`config.mk`:
```
export PLATFORM = sky130hd
export DESIGN_NAME = tlb2w
export DESIGN_NICKNAME = d
export VERILOG_FILES = /design/src/rtl/tlb2w.sv
export SDC_FILE = /design/constraint.sdc
export NUM_CORES = 1
export LEC_CHECK = 0
export ABC_CLOCK_PERIOD_IN_PS = 2800
export BUFFER_PORTS_ARGS = -buffer_cell sky130_fd_sc_hd__buf_2
export CAP_MARGIN = 30
export CELL_PAD_IN_SITES_DETAIL_PLACEMENT = 0
export CELL_PAD_IN_SITES_GLOBAL_PLACEMENT = 1
export CORE_MARGIN = 2
export CORE_UTILIZATION = 46
export DETAILED_ROUTE_END_ITERATION = 8
export HOLD_SLACK_MARGIN = 0.1
export PLACE_DENSITY = 0.77
export SLEW_MARGIN = 20
export SYNTH_ARGS = -nofsm -noshare
export SYNTH_HDL_FRONTEND = slang
export SYNTH_SLANG_ARGS = --single-unit
export TNS_END_PERCENT = 20
```
`constraint.sdc`:
```
create_clock -name clk -period 2.8 [get_ports clk]
set_input_delay 0.28 -clock clk [delete_from_list [all_inputs] [get_ports clk]]
set_output_delay 0.28 -clock clk [all_outputs]
set_load 0.005 [all_outputs]
```
`src/rtl/tlb2w.sv`:
```
module tlb2w #(
  parameter int VA_W  = 16,
  parameter int PA_W  = 16,
  parameter int OFF_W = 8,
  parameter int SET_W = 2
) (
  input  logic                  clk,
  input  logic                  rst_n,
  input  logic                  inv_all,
  input  logic                  lk_valid,
  input  logic [VA_W-1:0]       lk_vaddr,
  input  logic                  fill_en,
  input  logic [VA_W-OFF_W-1:0] fill_vpn,
  input  logic [PA_W-OFF_W-1:0] fill_ppn,
  output logic                  lk_hit,
  output logic [PA_W-1:0]       lk_paddr
);
  localparam int VPN_W = VA_W - OFF_W;
  localparam int PPN_W = PA_W - OFF_W;
  localparam int TAG_W = VPN_W - SET_W;
  localparam int SETS  = 1 << SET_W;

  logic [1:0]       vld [SETS];
  logic [TAG_W-1:0] tag [SETS][2];
  logic [PPN_W-1:0] ppn [SETS][2];
  logic [SETS-1:0]  lru;

  logic            q_v;
  logic [VA_W-1:0] q_va;

  wire [SET_W-1:0] l_set = q_va[OFF_W +: SET_W];
  wire [TAG_W-1:0] l_tag = q_va[OFF_W+SET_W +: TAG_W];
  wire [SET_W-1:0] f_set = fill_vpn[SET_W-1:0];
  wire [TAG_W-1:0] f_tag = fill_vpn[VPN_W-1:SET_W];
  wire             f_do  = fill_en && !inv_all;

  logic [1:0] l_match, f_match;
  logic       f_way;

  always_comb begin
    for (int w = 0; w < 2; w++) begin
      l_match[w] = q_v && vld[l_set][w] && (tag[l_set][w] == l_tag);
      f_match[w] = vld[f_set][w] && (tag[f_set][w] == f_tag);
    end
    if (|f_match)              f_way = f_match[1];
    else if (!vld[f_set][0])   f_way = 1'b0;
    else if (!vld[f_set][1])   f_way = 1'b1;
    else                       f_way = lru[f_set];
  end

  assign lk_hit   = |l_match;
  assign lk_paddr = {l_match[1] ? ppn[l_set][1] :
                     l_match[0] ? ppn[l_set][0] : {PPN_W{1'b0}},
                     q_va[OFF_W-1:0]};

  always_ff @(posedge clk or negedge rst_n) begin
    if (!rst_n) begin
      q_v  <= 1'b0;
      q_va <= '0;
      lru  <= '0;
      for (int s = 0; s < SETS; s++) vld[s] <= 2'b00;
    end else begin
      q_v  <= lk_valid;
      q_va <= lk_vaddr;
      if (lk_hit) lru[l_set] <= ~l_match[1];
      if (inv_all) begin
        for (int s = 0; s < SETS; s++) vld[s] <= 2'b00;
      end else if (fill_en) begin
        vld[f_set][f_way] <= 1'b1;
        lru[f_set]        <= ~f_way;
      end
    end
  end

  always_ff @(posedge clk) begin
    if (f_do) begin
      tag[f_set][f_way] <= f_tag;
      ppn[f_set][f_way] <= fill_ppn;
    end
  end

  p_offset_pass_r1: assert property (@(posedge clk) disable iff (!rst_n)
    lk_hit |-> lk_paddr[OFF_W-1:0] == $past(lk_vaddr[OFF_W-1:0]));

  p_idle_nohit_r1: assert property (@(posedge clk) disable iff (!rst_n)
    !lk_valid |=> !lk_hit);

  p_fill_visible_r4: assert property (@(posedge clk) disable iff (!rst_n)
    (f_do && lk_valid && lk_vaddr[VA_W-1:OFF_W] == fill_vpn)
      |=> (lk_hit && lk_paddr[PA_W-1:OFF_W] == $past(fill_ppn)));

  p_single_way_r5: assert property (@(posedge clk) disable iff (!rst_n)
    $onehot0(l_match));

  p_inv_clears_r8: assert property (@(posedge clk) disable iff (!rst_n)
    inv_all |=> !lk_hit);
endmodule

```
* Word level (Yosys, flattened, before mapping)
Memory sizes are Yosys's and may differ from the RTL's.
Cells that the tools add are included.
** Word-level totals
- Input port bits :: 37
- Memories :: 2
- Latch bits :: 0
- Output and inout bits :: 17
- Bits in writable memories :: 112
- Register bits :: 29
- Logic and storage cells :: 81
- Bits in read-only memories :: 0
** Memory list
- ppn :: depth 4, bits a word 16, read ports 1, clocked after Yosys merged registers in 0, wr ports 1, RTL line 25 : logic [PPN_W-1:0] ppn [SETS][2];
- tag :: depth 4, bits a word 12, read ports 2, clocked after Yosys merged registers in 0, wr ports 1, RTL line 24 : logic [TAG_W-1:0] tag [SETS][2];
** Operators by class
- Multiplexer cells :: 35
- Add/sub/neg operators :: 0
- Order comparisons :: 11
- Eq/ne operators :: 4
- Reductions and logical operators :: 16
- Shifts and indexed selects :: 0
- Divide/modulo/power cells :: 0
- Multipliers :: 0
- Bitwise gates (word level) :: 6
** Operators with widths (number)
- two-way mux 8 bit :: 5
- equality test 6 bit :: 4
- two-way mux 16 bit :: 1
- logical AND 1 bit :: 12
- two-way mux 12 bit :: 1
- two-way mux 4 bit :: 3
- two-way mux 2 bit :: 5
- binary-select mux 2 bit (select 2 bit) :: 2
- bitwise mux 4 bit :: 2
- demux 8 bit (select 1 bit) :: 1
- two-way mux 1 bit :: 8
- OR 8 bit :: 1
- demux 6 bit (select 1 bit) :: 1
- >= comparator 3 bit (second input constant) :: 2
- < comparator 2 x 3 -> 1 bit (second input constant) :: 2
- two-way mux 6 bit :: 1
- NOT 2 -> 3 bit :: 2
- demux 1 bit (select 2 bit) :: 2
- demux 2 bit (select 2 bit) :: 1
- >= comparator 2 x 1 -> 1 bit (second input constant) :: 2
- OR reduction 2 bit :: 2
- < comparator 3 x 1 -> 1 bit (second input constant) :: 1
- binary-select mux 1 bit (select 2 bit) :: 1
- >= comparator 2 bit (second input constant) :: 1
- 8 further kinds :: 9

* Depth between registers and ports, before layout
Gate-level depths: netlist (run 1).
- Word-level depth :: 16
- Depth in mapped cells :: 9
- Depth with buffers taken out :: 6

* Worst setup path after synthesis (run 1)
OpenSTA, ideal clock, no wires.
- Path type :: input -> register
- From :: input port fill_vpn[1]
- To :: memory ppn[0][10] in the netlist's numbering (enable)
- Arrival time :: 2463 ps
- Data required time :: 2416 ps
- Stages on the path :: 8
- Setup slack :: -47 ps
- Path buffers :: 3
- Setup time :: 384 ps
- Path through :: clkbuf_1 buf_2 mux4_2 xor2_1 o31ai_2 o21ai_2 buf_2 nor2_1
** Between the ends
- Cells in the longest elaborated chain, start to end :: 13
- Elaborated cells on any way between the ends :: 22
- Those cells by class :: order compare (2); eq/ne (2); mux (11); bitwise (2); reduce/logical (4); memory (1)
** Ends and longest elaborated chain
- start, declared :: RTL line 13 : input logic [VA_W-OFF_W-1:0] fill_vpn,
- NOT 2 -> 3 bit (implied by the code) :: RTL line 43, 46, 47
- binary-select mux 2 bit (select 2 bit) :: RTL line 43, 46, 47
- two-way mux 2 bit (implied by the code) (2 in series) :: RTL line 43, 47
- two-way mux 1 bit or logical AND 1 bit (tied branches) :: RTL line 47, 43
- two-way mux 1 bit or OR reduction 2 bit (tied branches) :: RTL line 46, 45
- two-way mux 1 bit :: RTL line 45 : if (|f_match) f_way = f_match[1];
- NOT 1 -> 2 bit (implied by the code) :: RTL line 78 : ppn[f_set][f_way] <= fill_ppn;
- >= comparator 2 bit (implied by the code) or < comparator 2 x 1 -> 1 bit (tied branches) :: RTL line 78
- logical AND 1 bit (implied by the code) :: RTL line 78
- two-way mux 8 bit (implied by the code) :: RTL line 78
- demux 8 bit (select 1 bit) :: RTL line 78
- two-way mux 16 bit (implied by the code) :: RTL line 78
- end, declared :: RTL line 25
Several ways; a longest one is shown, not always the timed one. The select of a mux whose other input is x is not followed.

* Final worst setup path (run 1)
- From :: register q_va[8]
- To :: output port lk_paddr[15]
** Between the ends
- Cells in the longest elaborated chain, start to end :: 8
- Elaborated cells on any way between the ends :: 14
- Those cells by class :: eq/ne (2); mux (5); bitwise (1); reduce/logical (4); memory (2)
** Ends and longest elaborated chain
- start, declared :: RTL line 29 : logic [VA_W-1:0] q_va;
- start signal, assigned :: RTL line 64 : q_va <= lk_vaddr;
- NOT 2 -> 3 bit (implied by the code) :: RTL line 42 : l_match[w] = q_v && vld[l_set][w] && (tag[l_set][w] == l_tag);
- binary-select mux 2 bit (select 2 bit) :: RTL line 42
- two-way mux 2 bit (implied by the code) (2 in series) :: RTL line 42
- logical AND 1 bit (2 in series) :: RTL line 42
- two-way mux 8 bit :: RTL line 53 : l_match[0] ? ppn[l_set][0] : {PPN_W{1'b0}},
- two-way mux 8 bit (*) :: RTL line 52 : assign lk_paddr = {l_match[1] ? ppn[l_set][1] :
- end, declared :: RTL line 16 : output logic [PA_W-1:0] lk_paddr
Every way passes the cells marked *; elsewhere a longest branch is shown, timed or not. The select of a mux whose other input is x is not followed.

==> results of run 1 <==
sequential cells by signal, indices dropped and copies added, names as in the netlist:
signal,count
q_v,1
vld,8
ppn,64
q_va,16
lru,4
tag,48
path summary, 6_finish.rpt:
path                                        end  slack [ns]  cells past startpoint
max                                lk_paddr[15]       -0.31                      9
min                        ppn[0][14]$_DFFE_PP_        0.14                      1
max reg2reg                 tag[2][3]$_DFFE_PP_        0.11                      7
min reg2reg                  vld[2]$_DFFE_PN0P_        0.53                      1
max in group asynchronous     q_va[8]$_DFF_PN0_        1.87                      2
min in group asynchronous    q_va[12]$_DFF_PN0_        0.46                      2
area by class of cell:
| type | count | area, sq um |
|---|---|---|
| tap | 176 | 220 |
| inverter | 6 | 22.5 |
| clock inverter | 15 | 150 |
| sequential | 141 | 4090 |
| multi-input combinational | 175 | 1880 |
| timing repair buffer | 109 | 857 |
| clock buffer | 17 | 425 |
| fill | 973 | 5540 |
critical path: cells and delay by family, from the launching register on:
kind,cells,cell delay (ns)
AO/OA/AOI/OAI,2,0.32
XOR/XNOR,1,0.16
buffers and inverters,3,0.44
flip-flops,1,0.38
multiplexers,1,0.51
AND/OR/NAND/NOR,2,0.61
through the flow:
step / std cells / setup WS, ns / util (%) / hold WS [ns] / setup TNS, ns
final: 639 / -0.314 / 58.0 / 0.140 / -2.40
after global routing: 639 / -0.405 / 58.0 / 0.137 / -3.37
after CTS: 638 / -0.331 / 57.9 / 0.136 / -2.64
after detailed placement: 584 / -0.114 / 51.8 / 0.360 / -2.58
after global placement: 584 / -0.0657 / 51.8 / 0.370 / -0.680
after floorplan: 349 / -0.0471 / - / -0.0156 / -1.78
kinds of logic (layout without fill, tap and decap cells):
family | after synthesis | after routing | synth area share [%]
mux | 49 | 49 | 16.2
flops | 141 | 141 | 66.2
xor+xnor | 29 | 29 | 4.11
simple gates | 55 | 55 | 4.55
buf+inv | 33 | 147 | 3.42
compound gates | 42 | 42 | 5.57
per-layer routing:
layer	vias to the layer above	share of wire, %	global-route usage (%)
met5	-	0	0
met3	21	5.9	4.66
met2	131	50	32.4
li1	1574	-	-
met1	1850	41	26.6
met4	0	2.4	8.09
synth_stat cells, types with 2 or more instances:
cell | instances | share of area, %
and2_1 | 5 | 0.51
nor2b_1 | 5 | 0.51
a21oi_1 | 4 | 0.32
buf_2 | 4 | 0.32
nor2_1 | 10 | 0.61
inv_1 | 6 | 0.36
o21ai_2 | 9 | 1.3
o21ai_0 | 5 | 0.40
mux4_2 | 33 | 12
clkbuf_1 | 6 | 0.36
nand2_1 | 15 | 0.91
o2bb2ai_1 | 3 | 0.43
dfrtp_1 | 29 | 12
a22o_1 | 4 | 0.57
o22ai_1 | 2 | 0.20
nand3_2 | 2 | 0.32
xnor2_1 | 15 | 2.1
a21o_1 | 2 | 0.24
a31oi_1 | 2 | 0.20
edfxtp_1 | 112 | 54
nand3_1 | 10 | 0.81
mux4_1 | 6 | 2.6
o211ai_1 | 2 | 0.24
buf_4 | 10 | 1.2
mux2i_1 | 10 | 1.6
buf_6 | 6 | 1.1
xor2_1 | 14 | 2.0
timing repair:
action	CTS	global route
hold buffers	19	0
buffers inserted	3	1
hold endpoints to repair	47	0
setup endpoints to repair	10	9
resized for setup	6	3
power groups by stage:
| stage | Combinational, uW | Sequential, uW | Clock [uW] |
|---|---|---|---|
| 2_1_floorplan | 209 | 2370 | 0 |
| 3_3_place_gp | 323 | 2380 | 0 |
| 3_5_place_dp | 329 | 2380 | 0 |
| 4_1_cts | 362 | 2340 | 2190 |
| 5_1_grt | 390 | 2340 | 2300 |
| 6_report | 360 | 2340 | 2160 |
==> metrics.md, run 1 <==
| Metric | Value |
|---|---|
| DP HPWL | 8650 um |
| Sequential area share after synthesis | 66.2% |
| Via density | 5.60 |
| CP required | 2.52 ns |
| Layout cell share with drive strength beyond 1 | 39.1% |
| DP Area | 0.00683 sq mm |
| Chip width | 120 um |
| Crit path cell chain | buf_12, mux4_2, xor2_1, or4_4, a21oi_4, buf_12, nand3_2, o21ai_2, buf_2 |
| Seq pwr share | 48.1% |
| Clock power frac | 44.4% |
| Initial Util | 46.9% |
| Final min period | 3.11 ns |
| Critical path class | reg2out |
| Critical path peak fanout | 11 |
| Flops & latches, synth | 141 |
| Number of I/O port buffers | 53 |
| Commonest cells after routing, fill and taps aside | 112 x edfxtp_1, 53 x buf_2, 36 x mux4_2 |
| Die Area | 0.0144 sq mm |
| Grt total ovfl | 0 |
| Most frequent CP cell | buf_12 |
| GRT Total Usage | 20.1% |
| Post-route ant nets | 0 |
| Cells after Synth | 349 |
| Least-Margin Pin Slew | 0.660 ns |
| Drt initial violations | 341 |
| Outcome | complete, but fails checks |
| Switch Pwr | 1120 uW |
| # DRC | 0 |
| Critical Path Sink Type | output port |
| Layout net count | 487 |
| Vias in the first global route | 3694 |
| Synth Flop Type | edfxtp_1 |
| Slew Limit Fails | 0 |
| Ports | 54 |
| Worst skew pair latency | 0.41 ns |
| Routed WL | 13400 um |
| Fin worst setup slack | -0.314 ns |
| Critical R2R Launch | tag[3][5]$_DFFE_PP_ |
| Max Cap Viol | 0 |
| Row count | 42 |
| Area growth from synthesis to layout | 23.7% |
| Comb power frac | 7.4% |
| Initial antenna violation count | 0 |
| First-pass GRT wire length | 21200 um |
| Num CTS Buffers | 17 |
| H-tree Lvls | 4 |
| Power Total | 4860 uW |
| Post-synthesis net count | 386 |
| Failing checks | negative setup slack |
| Most common cell after layout, fill and taps aside | edfxtp_1 |
| Total number of yosys warnings | 0 |
| Maximum vdd drop | 440 uV |
| Max incr delay on CP | 0.54 ns |
| WL/cell | 21.0 um |
| RSZ-0062 raised after global routing | true |
| Min-delay src | fill_ppn[6] |
| Die Ht | 120 um |
| CTS tree | done |
| P_int | 3740 uW |
| Gpl congestion | 0.806 |
| CP arrival | 2.83 ns |
| Clock tree sinks | 141 |
| Via count | 3576 |
| Drt first pass iters | 5 |
| F_max | 321 MHz |
| Ant. Diodes | 0 |
| Mapped Area | 0.00618 sq mm |
| Setup violations, final | 9 |
| Slowest cell on the critical path | or4_4 |
| Clock edge transition at the registers on the reported setup and hold paths | 0.07 ns |
| Slew headroom | 56.0% |
| Hold Vio Cnt, Final | 0 |
| Post-synth EDFFs | 112 |
| Startpoint types | register |
| Core ar. | 0.0132 sq mm |
| Yosys cell types | 45 |
| Ys async rst share | 20.6% |
| Clock root buffer | clkbuf_16 |
| Post-route cell area | 0.00765 sq mm |
| Fin crit share | 111% |
| Pin count of the biggest net entering global routing | 30 |
| Max clock buf depth | 2 |
| Clk_skew | 0.0108 ns |
| Sw Ratio | 23.0% |
| Power Density | 636 mW/mm^2 |
| Hold Path Class | in2reg |
| Avg Cell Area, Syn | 17.7 sq um |
| CP startpoint | q_va[8]$_DFF_PN0_ |
| Leakage | 0.00282 uW |
No activity file was read; power rests on OpenSTA's default activity.
==> run 2: changes to the inputs <==
--- a/config.mk
+++ b/config.mk
@@ -10,7 +10,7 @@
 export CAP_MARGIN = 30
 export CELL_PAD_IN_SITES_DETAIL_PLACEMENT = 0
 export CELL_PAD_IN_SITES_GLOBAL_PLACEMENT = 1
-export CORE_MARGIN = 2
+export CORE_MARGIN = 5
 export CORE_UTILIZATION = 46
 export DETAILED_ROUTE_END_ITERATION = 8
 export HOLD_SLACK_MARGIN = 0.1
==> metrics.md, run 2 (synthesis results as in run 1) <==
| Metric | Value |
|---|---|
| Crit path cell chain | mux4_2, xor2_1, or4_4, a21oi_4, buf_12, buf_8, nand3_1, o21ai_2, buf_2 |
| Worst Reg-to-Reg Cells | 9 |
| Switch Pwr | 1050 uW |
| P_int | 3750 uW |
| First-pass GRT wire length | 22000 um |
| Max incr delay on CP | 0.57 ns |
| Largest Register | ppn |
| Die Ht | 126 um |
| Failing checks | negative setup slack |
| Clock power frac | 43.8% |
| Vias in the first global route | 3791 |
| Num CTS Buffers | 17 |
| Worst skew pair latency | 0.41 ns |
| Drt first pass iters | 5 |
| Area growth from synthesis to layout | 24.4% |
| Hold Path Class | in2reg |
| Clock root buffer | clkbuf_16 |
| Largest register FFs | 64 |
| CP startpoint | q_va[8]$_DFF_PN0_ |
| GRT Total Usage | 18.4% |
| Max clock buf depth | 2 |
| Leakage | 0.00282 uW |
| Drt initial violations | 353 |
| CP required | 2.52 ns |
| Maximum vdd drop | 458 uV |
| Outcome | complete, but fails checks |
| Ports | 54 |
| Critical path peak fanout | 7 |
| Clk_skew | 0.00784 ns |
| Chip width | 126 um |
| Max Cap Viol | 0 |
| Initial Util | 46.9% |
| Critical Path Sink Type | output port |
| CTS tree | done |
| CP arrival | 2.99 ns |
| Worst setup path end | lk_paddr[14] |
| Initial antenna violation count | 0 |
| Sw Ratio | 21.8% |
| Layout net count | 492 |
| Via count | 3558 |
| WL/cell | 21.3 um |
| Reg-to-reg critical path endpoint | lru[3]$_DFF_PN0_ |
| Post-route ant nets | 0 |
| Fill count | 984 |
| Register-to-register setup slack | 0.05 ns |
| Slowest cell on the critical path | mux4_2 |
| Critical R2R Launch | q_va[8]$_DFF_PN0_ |
| Final min period | 3.27 ns |
| Most common cell after layout, fill and taps aside | edfxtp_1 |
| Seq pwr share | 48.8% |
| Comb power frac | 7.4% |
| Post-route cell area | 0.00769 sq mm |
| Slew headroom | 54.9% |
| DP Area | 0.00684 sq mm |
| Gpl congestion | 0.793 |
| Fin crit share | 117% |
| Setup violations, final | 9 |
| Power Density | 624 mW/mm^2 |
| Fin worst setup slack | -0.465 ns |
| Grt total ovfl | 0 |
| DP Worst Slack | -0.0462 ns |
| Layout cell share with drive strength beyond 1 | 39.7% |
| Routed WL | 13700 um |
| Top flop regs | ppn x64, tag x48, q_va x16 |
| Pin count of the biggest net entering global routing | 30 |
| Row count | 42 |
| Critical path class | reg2out |
| RSZ-0062 raised after global routing | true |
| Clock edge transition at the registers on the reported setup and hold paths | 0.06 ns |
| H-tree Lvls | 4 |
| Number of I/O port buffers | 53 |
| Least-Margin Pin Slew | 0.676 ns |
| Die Area | 0.0159 sq mm |
| F_max | 306 MHz |
| Clock tree sinks | 141 |
| DP HPWL | 8800 um |
| Ant. Diodes | 0 |
| Startpoint types | register |
| Slew Limit Fails | 0 |
| Core ar. | 0.0132 sq mm |
| Hold Vio Cnt, Final | 0 |
| Via density | 5.52 |
| # DRC | 0 |
| Commonest cells after routing, fill and taps aside | 112 x edfxtp_1, 52 x buf_2, 37 x mux4_2 |
run 2: cell types whose count changed in the layout (fill, tap and decap cells not counted), moves of 2 or more:
cell	before	now
buf_4	26	30
clkbuf_1	0	3
clkbuf_8	0	2
clkinv_4	4	1
clkinvlp_4	0	5
inv_6	6	0
inv_8	2	0
run 2: how the worst min path moves through the flow:
stage | from | end | slack, ns | depth (start not counted)
6_report | fill_ppn[5] | ppn[0][13]$_DFFE_PP_ | 0.14 | 1
5_1_grt | fill_ppn[1] | ppn[1][9]$_DFFE_PP_ | 0.13 | 1
4_1_cts | fill_ppn[5] | ppn[0][13]$_DFFE_PP_ | 0.12 | 1
3_5_place_dp | rst_n | q_va[13]$_DFF_PN0_ | 0.36 | 1
3_3_place_gp | rst_n | q_va[12]$_DFF_PN0_ | 0.35 | 1
2_1_floorplan | rst_n | lru[0]$_DFF_PN0_ | -0.02 | 0
run 2: metal layers:
layer | track usage, % | wire (um)
met1 | 24.5 | 5750
met2 | 29.9 | 7070
met4 | 6.06 | 214
met5 | 0 | 0
met3 | 4.61 | 682
run 2: power groups by stage:
stage	clock [uW]	sequential (uW)	combinational, uW
global route	2240	2350	391
global placement	0	2390	321
detailed placement	0	2390	328
finish	2100	2340	357
CTS	2130	2340	360
floorplan	0	2370	209
run 2: through the flow:
step | instances | setup TNS (ns) | utilization, % | power (uW) | hold slack [ns]
2_1_floorplan | 349 | -1.78 | - | 2580 | -0.0156
3_3_place_gp | 584 | -0.664 | 51.8 | 2710 | 0.348
3_5_place_dp | 584 | -0.921 | 51.8 | 2710 | 0.363
4_1_cts | 644 | -3.97 | 58.2 | 4840 | 0.123
5_1_grt | 644 | -4.88 | 58.3 | 4980 | 0.132
6_report | 644 | -3.91 | 58.3 | 4800 | 0.144
run 2: critical path, delay by kind of cell, from the launching register on:
family                 cells  cell delay, ns
AND/OR/NAND/NOR            2            0.63
multiplexers               1            0.57
flip-flops                 1            0.52
buffers and inverters      3            0.38
AO/OA/AOI/OAI              2            0.27
XOR/XNOR                   1            0.17
run 2: cell type report:
| cell class | instances | area (sq um) | share of cell area, % |
|---|---|---|---|
| Inverter | 6 | 22.5 | 0.293 |
| Clock inverter | 10 | 91.3 | 1.19 |
| Clock buffer | 22 | 464 | 6.04 |
| Multi-Input combinational cell | 175 | 1890 | 24.6 |
| Timing Repair Buffer | 114 | 913 | 11.9 |
| Tap cell | 176 | 220 | 2.86 |
| Sequential cell | 141 | 4090 | 53.2 |
run 2: what timing repair did:
item	CTS	global route
pin swaps	3	1
setup endpoints to repair	9	9
gates resized for setup	10	4
hold endpoints to repair	47	0
hold buffers	19	0
buffers inserted	9	0
==> run 3: changes to the inputs <==
--- a/config.mk
+++ b/config.mk
@@ -11,10 +11,10 @@
 export CELL_PAD_IN_SITES_DETAIL_PLACEMENT = 0
 export CELL_PAD_IN_SITES_GLOBAL_PLACEMENT = 1
 export CORE_MARGIN = 5
-export CORE_UTILIZATION = 46
+export CORE_UTILIZATION = 39
 export DETAILED_ROUTE_END_ITERATION = 8
 export HOLD_SLACK_MARGIN = 0.1
-export PLACE_DENSITY = 0.77
+export PLACE_DENSITY = 0.67
 export SLEW_MARGIN = 20
 export SYNTH_ARGS = -nofsm -noshare
 export SYNTH_HDL_FRONTEND = slang
==> constraint.sdc (replaced) <==
create_clock -name clk -period 2.8 [get_ports clk]
set_input_delay 0.14 -clock clk [delete_from_list [all_inputs] [get_ports clk]]
set_output_delay 0.14 -clock clk [all_outputs]
set_load 0.005 [all_outputs]
==> metrics.md, run 3 (synthesis results as in run 1) <==
| Metric | Value |
|---|---|
| Clock edge transition at the registers on the reported setup and hold paths | 0.06 ns |
| Die Ht | 136 um |
| Drt first pass iters | 4 |
| Ant. Diodes | 0 |
| Slowest cell on the critical path | mux4_1 |
| Worst Reg-to-Reg Cells | 8 |
| Outcome | complete, but fails checks |
| Hold Path Class | in2reg |
| Leakage | 0.00292 uW |
| Num CTS Buffers | 17 |
| Ports | 54 |
| RSZ-0062 raised after global routing | true |
| Layout cell share with drive strength beyond 1 | 37.6% |
| Top flop regs | ppn x64, tag x48, q_va x16 |
| Largest register FFs | 64 |
| Final std cells w/o fill | 697 |
| Slew headroom | 52.6% |
| Hold Vio Cnt, Final | 0 |
| F_max | 335 MHz |
| Slew Limit Fails | 0 |
| DP HPWL | 9500 um |
| First-pass GRT wire length | 22400 um |
| Post-route ant nets | 0 |
| Row count | 46 |
| CP arrival | 2.85 ns |
| Power Total | 5090 uW |
| Core ar. | 0.0157 sq mm |
| Initial antenna violation count | 0 |
| Vias in the first global route | 3831 |
| Pin count of the biggest net entering global routing | 30 |
| Fin worst setup slack | -0.185 ns |
| Worst path bufs/invs | 2 |
| Max incr delay on CP | 0.60 ns |
| Layout net count | 505 |
| Die Area | 0.0185 sq mm |
| Largest Register | ppn |
| Fin crit share | 107% |
| Area growth from synthesis to layout | 28.0% |
| Crit path cell chain | mux4_1, xor2_1, or4_4, a21oi_4, buf_12, nand3_1, o21ai_2, buf_2 |
| Number of I/O port buffers | 53 |
| Maximum vdd drop | 409 uV |
| Gpl congestion | 0.812 |
| Max clock buf depth | 2 |
| Failing checks | negative setup slack |
| Critical Path Sink Type | output port |
| Power Density | 643 mW/mm^2 |
| Startpoint types | register |
| Final core occ | 50.4% |
| CP required | 2.66 ns |
| # DRC | 0 |
| Routed WL | 14600 um |
| Grt total ovfl | 0 |
| Final min period | 2.99 ns |
| Via density | 5.10 |
| Worst path depth | 8 |
| GRT Total Usage | 16.6% |
| Critical path peak fanout | 13 |
| CTS tree | done |
| DP Cell Count | 629 |
| Max Cap Viol | 0 |
| Chip width | 136 um |
| Setup violations, final | 9 |
| H-tree Lvls | 4 |
| Clock tree sinks | 141 |
| Commonest cells after routing, fill and taps aside | 112 x edfxtp_1, 53 x buf_2, 33 x mux4_2, 33 x dlygate4sd3_1, 32 x buf_4 |
| Worst path top cell family by delay | multiplexers |
| Clk_skew | 0.0190 ns |
| Most common cell after layout, fill and taps aside | edfxtp_1 |
| Critical path class | reg2out |
| Drt initial violations | 289 |
| Clock root buffer | clkbuf_16 |
| Via count | 3557 |
| Initial Util | 39.3% |
| Worst skew pair latency | 0.42 ns |
| Hold Path Cell Cnt | 4 |
| Least-Margin Pin Slew | 0.712 ns |
| WL/cell | 20.9 um |
## run 3: changes by cell type in the layout (fill, tap and decap cells not counted), sizes merged
cell,previous run,this run
bufinv,1,4
clkinvlp,5,2
buf,95,93
clkbuf,22,19
clkinv,4,6
dlygate4sd3,19,33
inv,6,8
## run 3: final timing paths
path	startpoint	endpoint	slack (ns)
worst max-delay path	q_va[8]$_DFF_PN0_	lk_paddr[12]	-0.19
worst min-delay path	fill_en	vld[7]$_DFFE_PN0P_	0.22
worst max register to register	tag[2][6]$_DFFE_PP_	ppn[1][14]$_DFFE_PP_	0.21
worst min register to register	vld[2]$_DFFE_PN0P_	vld[2]$_DFFE_PN0P_	0.52
max in group asynchronous	rst_n	q_va[9]$_DFF_PN0_	2.00
min in group asynchronous	rst_n	q_va[11]$_DFF_PN0_	0.31
## run 3: metrics by stage
| stage | instance area [sq um] | setup TNS (ns) | hold slack (ns) | setup WS, ns |
|---|---|---|---|---|
| after floorplan | 6180 | 0 | -0.156 | 0.0929 |
| after global placement | 6890 | -0.0697 | 0.235 | -0.0119 |
| after detailed placement | 6890 | -0.418 | 0.249 | -0.0434 |
| after CTS | 7860 | -1.91 | 0.198 | -0.230 |
| after global routing | 7910 | -2.55 | 0.228 | -0.299 |
| final | 7910 | -1.47 | 0.219 | -0.185 |
## run 3: cell type report
| class | instances | area (sq um) |
|---|---|---|
| fill | 1316 | 7800 |
| sequential | 141 | 4090 |
| multi-input combinational | 175 | 1900 |
| timing repair buffer | 127 | 1010 |
| clock buffer | 18 | 429 |
| tap | 216 | 270 |
| clock inverter | 14 | 193 |
| inverter | 6 | 22.5 |
## run 3: metal layers
layer / part of all wire [%] / GRT usage [%] / vias to the layer above
li1: - / - / 1612
met1: 45 / 23.7 / 1836
met2: 48 / 24.9 / 94
met3: 5.0 / 3.77 / 15
met4: 1.7 / 6.77 / 0
met5: 0 / 0 / -
## run 3: power by group
part	switching, uW	internal, uW	leakage, uW
logic	188	193	0.00125
clock network	871	1490	0.000298
registers	30.0	2310	0.00137
total	1090	4000	0.00292
## run 3: repair_timing
action                     CTS  global route
resized for setup            4             4
buffers inserted             1             1
setup endpoints to repair    9            30
hold endpoints to repair   160             0
cloned                       0             1
pin swaps                    0             2
hold buffers                33             0
## run 3: worst register-to-register path, cell delays in order (launching register included)
cell and delay (ns):
edfxtp_1 0.43, mux4_2 0.50, xnor2_1 0.17, nand4_1 0.20
o31ai_4 0.24, o21ai_2 0.16, buf_4 0.19, nor2_2 0.20
buf_4 0.21
